===== src/rtl/tmr_chan_pkg.sv =====
package tmr_chan_pkg;

    typedef enum logic [1:0] {
        ST_IDLE    = 2'd0,
        ST_ARMED   = 2'd1,
        ST_CATCHUP = 2'd2
    } chan_state_e;

    localparam int CTL_W  = 5;
    localparam int B_IEN  = 0;
    localparam int B_PER  = 1;
    localparam int B_VSET = 2;
    localparam int B_LVL  = 3;
    localparam int B_MSGE = 4;
    localparam int B_M32  = 5;
    localparam int B_PCAP = 8;
    localparam int B_SZ64 = 9;
    localparam int B_MCAP = 10;

endpackage


===== src/rtl/chan_cfg_reg.sv =====
module chan_cfg_reg
    import tmr_chan_pkg::*;
#(
    parameter logic [31:0] ROUTE_CAPS = 32'h00F0_0000,
    parameter bit          MSG_CAP    = 1'b1
) (
    input  logic             clk,
    input  logic             rst_n,
    input  logic             cfg_wr,
    input  logic             cmp_wr,
    input  logic [CTL_W-1:0] wr_data,
    input  logic [CTL_W-1:0] wr_mask,
    output logic             ien,
    output logic             per,
    output logic             vset,
    output logic             per_toggle,
    output logic             per_clear,
    output logic [63:0]      cfg_word
);

    logic [CTL_W-1:0] ctl_q, ctl_nx, ctl_d;
    logic             changed;

    always_comb begin
        ctl_nx     = (ctl_q & ~wr_mask) | (wr_data & wr_mask);
        changed    = cfg_wr && (ctl_nx != ctl_q);
        per_toggle = changed && (ctl_nx[B_PER] != ctl_q[B_PER]);
        per_clear  = per_toggle && !ctl_nx[B_PER];
        ctl_d      = changed ? ctl_nx : ctl_q;
        if (cmp_wr) ctl_d[B_VSET] = 1'b0;
    end

    always_ff @(posedge clk or negedge rst_n) begin
        if (!rst_n) ctl_q <= '0;
        else        ctl_q <= ctl_d;
    end

    assign ien  = ctl_q[B_IEN];
    assign per  = ctl_q[B_PER];
    assign vset = ctl_q[B_VSET];

    always_comb begin
        cfg_word             = '0;
        cfg_word[CTL_W-1:0]  = ctl_q;
        cfg_word[B_M32]      = 1'b0;
        cfg_word[B_PCAP]     = 1'b1;
        cfg_word[B_SZ64]     = 1'b0;
        cfg_word[B_MCAP]     = MSG_CAP;
        cfg_word[63:32]      = ROUTE_CAPS;
    end

    AST_VSET_SELF_CLEAR: assert property (@(posedge clk) disable iff (!rst_n)
        cmp_wr |=> !vset);

endmodule


===== src/rtl/chan_cmp_regs.sv =====
module chan_cmp_regs #(
    parameter int CNT_W = 32
) (
    input  logic             clk,
    input  logic             rst_n,
    input  logic             cmp_wr,
    input  logic [CNT_W-1:0] wr_data,
    input  logic [CNT_W-1:0] wr_mask,
    input  logic             per,
    input  logic             vset,
    input  logic             per_clear,
    input  logic             match_hit,
    input  logic             catch_step,
    output logic [CNT_W-1:0] cmp_q,
    output logic [CNT_W-1:0] period_q
);

    logic [CNT_W-1:0] merged_per, merged_cmp, cmp_d, period_d;

    always_comb begin
        merged_per = (period_q & ~wr_mask) | (wr_data & wr_mask);
        merged_cmp = (cmp_q & ~wr_mask) | (wr_data & wr_mask);
        cmp_d      = cmp_q;
        period_d   = period_q;
        if (catch_step || (match_hit && per))
            cmp_d = cmp_q + period_q;
        if (cmp_wr) begin
            if (per) begin
                period_d = merged_per;
                if (vset) cmp_d = merged_per;
            end else begin
                period_d = '0;
                cmp_d    = merged_cmp;
            end
        end
        if (per_clear) period_d = '0;
    end

    always_ff @(posedge clk or negedge rst_n) begin
        if (!rst_n) begin
            cmp_q    <= '1;
            period_q <= '0;
        end else begin
            cmp_q    <= cmp_d;
            period_q <= period_d;
        end
    end

    AST_ONESHOT_HOLD: assert property (@(posedge clk) disable iff (!rst_n)
        (!cmp_wr && !per && !catch_step) |=> $stable(cmp_q));

endmodule


===== src/rtl/chan_ctrl_fsm.sv =====
module chan_ctrl_fsm
    import tmr_chan_pkg::*;
#(
    parameter int CNT_W = 32
) (
    input  logic             clk,
    input  logic             rst_n,
    input  logic             cnt_en,
    input  logic [CNT_W-1:0] cnt_val,
    input  logic [CNT_W-1:0] cmp,
    input  logic [CNT_W-1:0] period,
    input  logic             active,
    input  logic             per,
    input  logic             per_toggle,
    input  logic             cmp_wr,
    output logic             match_hit,
    output logic             catch_step,
    output logic             match_q
);

    chan_state_e      state_q, state_d;
    logic [CNT_W-1:0] overrun, rem_q;
    logic             running, stop_arm, stop_catch, need_catch;

    always_comb begin
        overrun    = cnt_val - cmp;
        running    = active && cnt_en;
        stop_arm   = !running || per_toggle;
        stop_catch = stop_arm || cmp_wr;
        need_catch = per && (period != '0) && (overrun != '0) && !overrun[CNT_W-1];
    end

    always_comb begin
        state_d = state_q;
        unique case (state_q)
            ST_IDLE:    if (!stop_catch) state_d = need_catch ? ST_CATCHUP : ST_ARMED;
            ST_ARMED:   if (stop_arm) state_d = ST_IDLE;
            ST_CATCHUP: begin
                if (stop_catch)          state_d = ST_IDLE;
                else if (rem_q < period) state_d = ST_ARMED;
            end
            default:    state_d = ST_IDLE;
        endcase
    end

    always_ff @(posedge clk or negedge rst_n) begin
        if (!rst_n) state_q <= ST_IDLE;
        else        state_q <= state_d;
    end

    assign catch_step = (state_q == ST_CATCHUP) && !stop_catch;
    assign match_hit  = running && (state_q != ST_CATCHUP) && (cnt_val == cmp);

    always_ff @(posedge clk or negedge rst_n) begin
        if (!rst_n) begin
            rem_q   <= '0;
            match_q <= 1'b0;
        end else begin
            match_q <= match_hit;
            if (state_q == ST_IDLE && state_d == ST_CATCHUP)
                rem_q <= overrun;
            else if (catch_step && rem_q >= period)
                rem_q <= rem_q - period;
        end
    end

    AST_CATCHUP_PERIODIC: assert property (@(posedge clk) disable iff (!rst_n)
        (state_q == ST_CATCHUP) |-> (per && period != '0));
    AST_NO_MATCH_IN_CATCHUP: assert property (@(posedge clk) disable iff (!rst_n)
        (state_q == ST_CATCHUP) |=> !match_q);

endmodule


===== src/rtl/tmr_chan.sv =====
module tmr_chan
    import tmr_chan_pkg::*;
#(
    parameter int          CNT_W      = 32,
    parameter logic [31:0] ROUTE_CAPS = 32'h00F0_0000,
    parameter bit          MSG_CAP    = 1'b1
) (
    input  logic             clk,
    input  logic             rst_n,
    input  logic             cnt_en_i,
    input  logic [CNT_W-1:0] cnt_val_i,
    input  logic             cfg_wr_i,
    input  logic             cmp_wr_i,
    input  logic [31:0]      wr_data_i,
    input  logic [31:0]      wr_mask_i,
    output logic [63:0]      cfg_rd_o,
    output logic [CNT_W-1:0] cmp_rd_o,
    output logic [CNT_W-1:0] period_rd_o,
    output logic             match_o
);

    logic ien, per, vset, per_toggle, per_clear, active;
    logic match_hit, catch_step;

    assign active = ien || per;

    chan_cfg_reg #(.ROUTE_CAPS(ROUTE_CAPS), .MSG_CAP(MSG_CAP)) u_cfg (
        .clk        (clk),
        .rst_n      (rst_n),
        .cfg_wr     (cfg_wr_i),
        .cmp_wr     (cmp_wr_i),
        .wr_data    (wr_data_i[CTL_W-1:0]),
        .wr_mask    (wr_mask_i[CTL_W-1:0]),
        .ien        (ien),
        .per        (per),
        .vset       (vset),
        .per_toggle (per_toggle),
        .per_clear  (per_clear),
        .cfg_word   (cfg_rd_o)
    );

    chan_cmp_regs #(.CNT_W(CNT_W)) u_cmp (
        .clk        (clk),
        .rst_n      (rst_n),
        .cmp_wr     (cmp_wr_i),
        .wr_data    (wr_data_i[CNT_W-1:0]),
        .wr_mask    (wr_mask_i[CNT_W-1:0]),
        .per        (per),
        .vset       (vset),
        .per_clear  (per_clear),
        .match_hit  (match_hit),
        .catch_step (catch_step),
        .cmp_q      (cmp_rd_o),
        .period_q   (period_rd_o)
    );

    chan_ctrl_fsm #(.CNT_W(CNT_W)) u_fsm (
        .clk        (clk),
        .rst_n      (rst_n),
        .cnt_en     (cnt_en_i),
        .cnt_val    (cnt_val_i),
        .cmp        (cmp_rd_o),
        .period     (period_rd_o),
        .active     (active),
        .per        (per),
        .per_toggle (per_toggle),
        .cmp_wr     (cmp_wr_i),
        .match_hit  (match_hit),
        .catch_step (catch_step),
        .match_q    (match_o)
    );

    AST_MATCH_NEEDS_EN: assert property (@(posedge clk) disable iff (!rst_n)
        match_o |-> ($past(cnt_en_i) && $past(active)));
    AST_PERIOD_ZERO_ONESHOT: assert property (@(posedge clk) disable iff (!rst_n)
        !per |-> (period_rd_o == '0));
    AST_CAPS_FIXED: assert property (@(posedge clk) disable iff (!rst_n)
        $stable(cfg_rd_o[63:CTL_W]));

endmodule


===== config.mk =====
export PLATFORM = sky130hd
export DESIGN_NAME = tmr_chan
export DESIGN_NICKNAME = d
export VERILOG_FILES = /design/src/rtl/tmr_chan_pkg.sv /design/src/rtl/chan_cfg_reg.sv /design/src/rtl/chan_cmp_regs.sv /design/src/rtl/chan_ctrl_fsm.sv /design/src/rtl/tmr_chan.sv
export SDC_FILE = /design/constraint.sdc
export NUM_CORES = 1
export LEC_CHECK = 0
export ABC_AREA = 1
export ABC_CLOCK_PERIOD_IN_PS = 2700
export BUFFER_PORTS_ARGS = -buffer_cell sky130_fd_sc_hd__buf_2
export CAP_MARGIN = 20
export CORE_ASPECT_RATIO = 0.7
export CORE_MARGIN = 5
export CORE_UTILIZATION = 50
export CTS_CLUSTER_DIAMETER = 30
export CTS_CLUSTER_SIZE = 24
export DETAILED_ROUTE_END_ITERATION = 6
export GPL_TIMING_DRIVEN = 0
export MAX_ROUTING_LAYER = met4
export PLACE_DENSITY_LB_ADDON = 0.08
export SYNTH_ARGS = -nofsm -noshare
export SYNTH_HDL_FRONTEND = slang
export SYNTH_SLANG_ARGS = --single-unit

===== constraint.sdc =====
create_clock -name clk -period 2.7 [get_ports clk]
set_input_delay 0.405 -clock clk [delete_from_list [all_inputs] [get_ports clk]]
set_output_delay 0.405 -clock clk [all_outputs]
set_load 0.005 [all_outputs]

---- Word-level counts from Yosys, hierarchy flattened ----
Index checks and enable logic that the tools add are counted.
operators by class
  add/subtract/negate cells ............... 3
  multiply operators ...................... 0
  div/mod/pow operators ................... 0
  order comparisons ....................... 2
  eq/ne operators ......................... 7
  shifts and indexed selects .............. 0
  mux-type cells .......................... 17
  bitwise logic cells ..................... 10
  reductions and logical operators ........ 27
operators by type and width
  kind                  count
  $mux W32              9
  $and A32 B32 Y32      3
  $or A32 B32 Y32       2
  $reduce_bool A32 Y1   2
  $sub A32 B32 Y32      2
  $add A32 B32 Y32      1
  $eq A32 B32 Y1        1
  $ge A32 B32 Y1        1
  $lt A32 B32 Y1        1
  $not A32 Y32          1
  $logic_and A1 B1 Y1   13
  $and A5 B5 Y5         2
  $mux W2               5
  $pmux W2 S3           1
  $reduce_bool A2 Y1    3
  $ne A5 B5 Y1          1
  $not A5 Y5            1
  $or A5 B5 Y5          1
  $eq A2 B2 Y1 const B  2
  $logic_not A1 Y1      4
  $logic_or A1 B1 Y1    4
  $mux W3               1
  $eq A2 B1 Y1 const B  1
  $logic_not A2 Y1      1
  other kinds (3)       3
storage, ports and cells
  bits in registers ....................... 104
  bits in latches ......................... 0
  memory bits (writable) .................. 0
  bits in read-only memories .............. 0
  input port bits ......................... 101
  output and inout bits ................... 129
  memories ................................ 0

---- Depth between registers and ports, before layout ----
  depth in word-level cells ............... 15
  depth in mapped cells ................... 24
  gate-level depth less buffers ........... 23

---- Hierarchy ----
From an unflattened synthesis, not the netlist that was laid out.
unflattened totals
  cell total of the unflattened synthesis .. 2329
  area total of the unflattened synthesis .. 13564.3 um2
modules (own cells, without submodules)
  module         instances  cells an instance  area each (um2)  sequential area each (um2)
  chan_ctrl_fsm  1          1124               6348.6           875.8
  chan_cmp_regs  1          1072               6307.3           1641.6
  chan_cfg_reg   1          130                897.1            125.1
  tmr_chan       1          3                  11.3             0.0

---- Least setup slack after synthesis ----
OpenSTA, ideal clock, no wires.
  kind .................................... flip-flop to flip-flop
  from .................................... reg u_cmp.period_q[0]
  to ...................................... reg u_fsm.rem_q[10]
  setup time .............................. 0.113 ns
  arrival time ............................ 2.500 ns
  required time ........................... 2.587 ns
  setup slack ............................. 0.087 ns
  stages on the path, launching flop included .. 18
  path through ............................ dfrtp_1 -> ha_1 -> fa_1 -> nand3b_1 -> nand2_1 -> a21oi_2 -> o21bai_2 -> nand2_1 -> o211ai_2 -> a21oi_1 -> nand2_1 -> nand2_1 -> buf_4 -> buf_4 -> nand2_1 -> nand3_1 -> nand2_1 -> inv_1
between the ends
  word-level cells in the longest chain between the ends .. 10
  elaborated cells between the ends (all ways) .. 18
  those cells by class .................... 1 x add/sub; 2 x order compare; 1 x eq/ne; 7 x mux; 7 x reduce/logical
ends and longest elaborated chain
  element                                                                  line                 source
  from (decl)                                                              chan_cmp_regs.sv:15  output logic [CNT_W-1:0] period_q
  from (signal assigned)                                                   chan_cmp_regs.sv:45  period_q <= period_d;
  parallel branches: the longest is 10 deep, another holds $lt A32 B32 Y1  n/a
  to (signal assigned)                                                     chan_ctrl_fsm.sv:61  rem_q <= overrun;
  to (signal assigned)                                                     chan_ctrl_fsm.sv:63  rem_q <= rem_q - period;
  to (decl)                                                                chan_ctrl_fsm.sv:22  logic [CNT_W-1:0] overrun, rem_q;
Parallel ways; which one is timed is not known. The select of a mux whose other input is x is not followed.
A chain may end at the register's enable or synchronous reset.

==> flow_metrics.env <==
export IMPL_status="finished with violations"
export IMPL_violations="setup timing"
export IMPL_area_growth_pct=33.0
export IMPL_cp_buffers_inverters=4
export IMPL_core_sq_um=25600
export IMPL_grt_overflow_total=0
export IMPL_crit_fanout=10
export IMPL_io_buffers=169
export IMPL_power_density_nw_per_um2=954
export IMPL_cp_cell_sequence="clkinvlp_4 > ha_4 > nand2_4 > nor2_4 > buf_6 > nand2_1 > nor2_1 > nand2_1 > nand3_2 > nand2_2 > nor2_1 > nand2_1 > nor2_1 > nand3_2 > nand3_4 > buf_12 > buf_8 > or2_4 > nand3_2"
export IMPL_clk_pin_slew_ps=80
export IMPL_ant_nets=0
export IMPL_required_ps=2970
export IMPL_ys_seq_area_share_pct=20.4
export IMPL_layout_min_cycle_time_ps=3150
export IMPL_start_util_pct=50.6
export IMPL_fp_dieArea_sq_um=29300
export IMPL_cp_start_kind="flip-flop"
export IMPL_synth_cell_types=59
export IMPL_use_met1_pct=57.6
export IMPL_first_iter_violations=1929
export IMPL_fillers=2341
export IMPL_drive_gt1_share_pct=28.4
export IMPL_wl_mm=62.4
export IMPL_synth_area_leaders="nand2_1 18%, dfrtp_1 14%, inv_1 10%"
export IMPL_dr_total_vias=16592
export IMPL_crit_path_max_incr_delay_ps=580
export IMPL_final_max_slew_viol_count=0
export IMPL_fmax_ghz=0.318
export IMPL_cts_inserted_buffers=9
export IMPL_cts_tree="yes"
export IMPL_post_route_util_pct=67.3
export IMPL_setup_slack_ps=-446
export IMPL_synthCells=2144
export IMPL_synth_edff_count=0
export IMPL_clock_tree_buffer_depth=2
export IMPL_hpwl_mm=48.0
export IMPL_wl_per_cell_um=22.1
export IMPL_fin_crit_sh_pct=117
export IMPL_cts_sinks=104
export IMPL_worstSetupPathType="flip-flop to flip-flop"
export IMPL_arrival_ps=3410
export IMPL_insertion_delay_ps=380
export IMPL_vias_per_cell=5.87
export IMPL_rows=49
export IMPL_setup_viol=66
export IMPL_skew_ps=17.1
export IMPL_end_kind="flip-flop"
export IMPL_grt_pass1_vias=15193
export IMPL_num_nets_final=2686
export IMPL_ys_flop_type="dfrtp_1"
export IMPL_syn_area_sq_um=13000
export IMPL_die_w_um=202
export IMPL_path_delay_family="simple AND/OR/NAND/NOR gates"
export IMPL_synth_async_reset_ratio_pct=100
export IMPL_yosysTopAreaCell="nand2_1"
export IMPL_hp_class="primary input to flip-flop"
export IMPL_grt_busiest_layer="met2"
export IMPL_synth_top_area_share_pct=17.7
export IMPL_synth_seq_cells=104
export IMPL_seq_area_sq_um=2660
export IMPL_use_met2_pct=59.6
export IMPL_synth_area_per_cell_sq_um=6.05
export IMPL_peakVddDrop_v=0.000590
export IMPL_grt_pass1_wl_mm=91.0
export IMPL_multiInputGateArea_sq_um=9820
export IMPL_root_buffer="clkbuf_16"
export IMPL_finalHoldViolations=0
export IMPL_first_pass_iters=7
export IMPL_ios=230
export IMPL_ys_warn_count=0
export IMPL_gp_congestion=1.06
export IMPL_htreeDepth=3
export IMPL_grt_max_degree=85
export IMPL_critPathSlowestCell="dfstp_2"
export IMPL_cap_violations=0
export IMPL_tightest_slew_ps=978
export IMPL_track_usage_pct=42.3
export IMPL_rsz0062_at_grt="yes"
export IMPL_antenna_found_initial=2
export IMPL_holdWs_ps=310
export IMPL_max_slew_margin_pct=34.8
export IMPL_leakage_nw=9.05
export IMPL_use_met3_pct=12.6
export IMPL_drc_errors=0
export IMPL_die_y_um=145
-- final cells by class --
class,count,area share (%)
multi-input combinational,1639,56.9
antenna,1,0.0145
buffer,104,4.73
sequential,104,15.4
inverter,353,7.84
timing repair inverter,1,0.0508
clock buffer,9,1.31
tap,331,2.40
clock inverter,7,0.370
timing repair buffer,276,10.9
-- path summary, 6_finish.rpt --
path | from | depth (start not counted) | endpoint | slack [ps]
setup / recovery | flip-flop | 19 | u_fsm.rem_q[28] | -450
hold / removal | wr_mask_i[26] | 3 | flip-flop | 310
setup reg to reg | flip-flop | 19 | u_fsm.rem_q[28] | -450
hold reg to reg | u_fsm.rem_q[30] | 2 | u_fsm.rem_q[30] | 490
max in group asynchronous | rst_n | 3 | u_cmp.period_q[18] | 1460
min in group asynchronous | rst_n | 2 | u_cmp.period_q[13] | 460
-- what timing repair did --
item / in CTS / in global routing
setup buffers: 76 / 24
gates resized for setup: 313 / 92
pin swaps: 58 / 41
gates cloned: 6 / 0
hold endpoints to repair: 8 / 0
endpoints found under the setup margin: 74 / 78
hold buffers: 1 / 0
-- worst min-delay path: stages --
cell,delay (ps)
buf_2,100
nor3_1,50
nor2_1,90
-- routing by layer --
metal  share of wire [%]  up-vias
met5                   0        -
met4                 4.0        0
met3                  15      177
met2                  40     1283
met1                  41     7625
li1                    -     7507
-- logic make-up after synthesis --
group           synth area share [%]
compound gates                  16.9
xor+xnor                        3.17
fa+ha+maj                       9.53
buf+inv                         15.6
flops                           20.4
mux                           0.0772
other cells                   0.0579
simple gates                    34.2
-- Yosys cell counts (all sizes together) (2+ instances only) --
cell and count:
xor2 31, ha 94, nand2 614, a21o 6, nand4 22, o211ai 17
fa 3, nor3 28, o31ai 2, or2 20, nand3b 16, a22oi 18
o2111ai 2, conb 2, dfrtp 72, a21boi 5, nand3 123, dfstp 32
o21a 3, xnor2 16, inv 349, nor2 212, o221ai 6, a31oi 13
o21bai 18, a221oi 4, a32oi 5, a21oi 135, clkbuf 22, clkinv 4
nor4 15, buf 83, o21ai 141, a2bb2oi 2
-- where the power goes --
part / total, mW / switching (mW) / internal [mW]
logic: 12.3 / 7.78 / 4.53
registers: 2.74 / 0.582 / 2.15
clock network: 1.40 / 0.753 / 0.651
-- stage by stage --
step | cells | setup TNS [ps] | setup WS, ps | total power, mW | area (sq um)
after floorplan | 2201 | 0 | 87.3 | 9.19 | 13200
after global placement | 2701 | -60950 | -977 | 12.2 | 14400
after detailed placement | 2702 | -48460 | -1010 | 12.3 | 14500
after CTS | 2801 | -13140 | -272 | 15.3 | 16800
after global routing | 2825 | -26770 | -535 | 17.5 | 17200
final | 2825 | -21190 | -446 | 16.5 | 17200
-- layout by cell type, fill, tap and decap left out, types with 20 or more instances in the layout --
master	n
nor2_2	20
ha_4	32
nand4_1	22
clkbuf_1	21
nor2_1	177
nand2_1	539
nand3_1	89
o21ai_1	22
ha_1	60
buf_4	148
dfrtp_1	58
a21oi_2	23
nand2_2	60
dfstp_2	32
buf_2	170
conb_1	59
xor2_1	28
nor3_1	25
a21oi_1	108
o21ai_0	104
inv_1	327
nand3_2	28
Note: power is estimated with default switching activity, not from simulation.
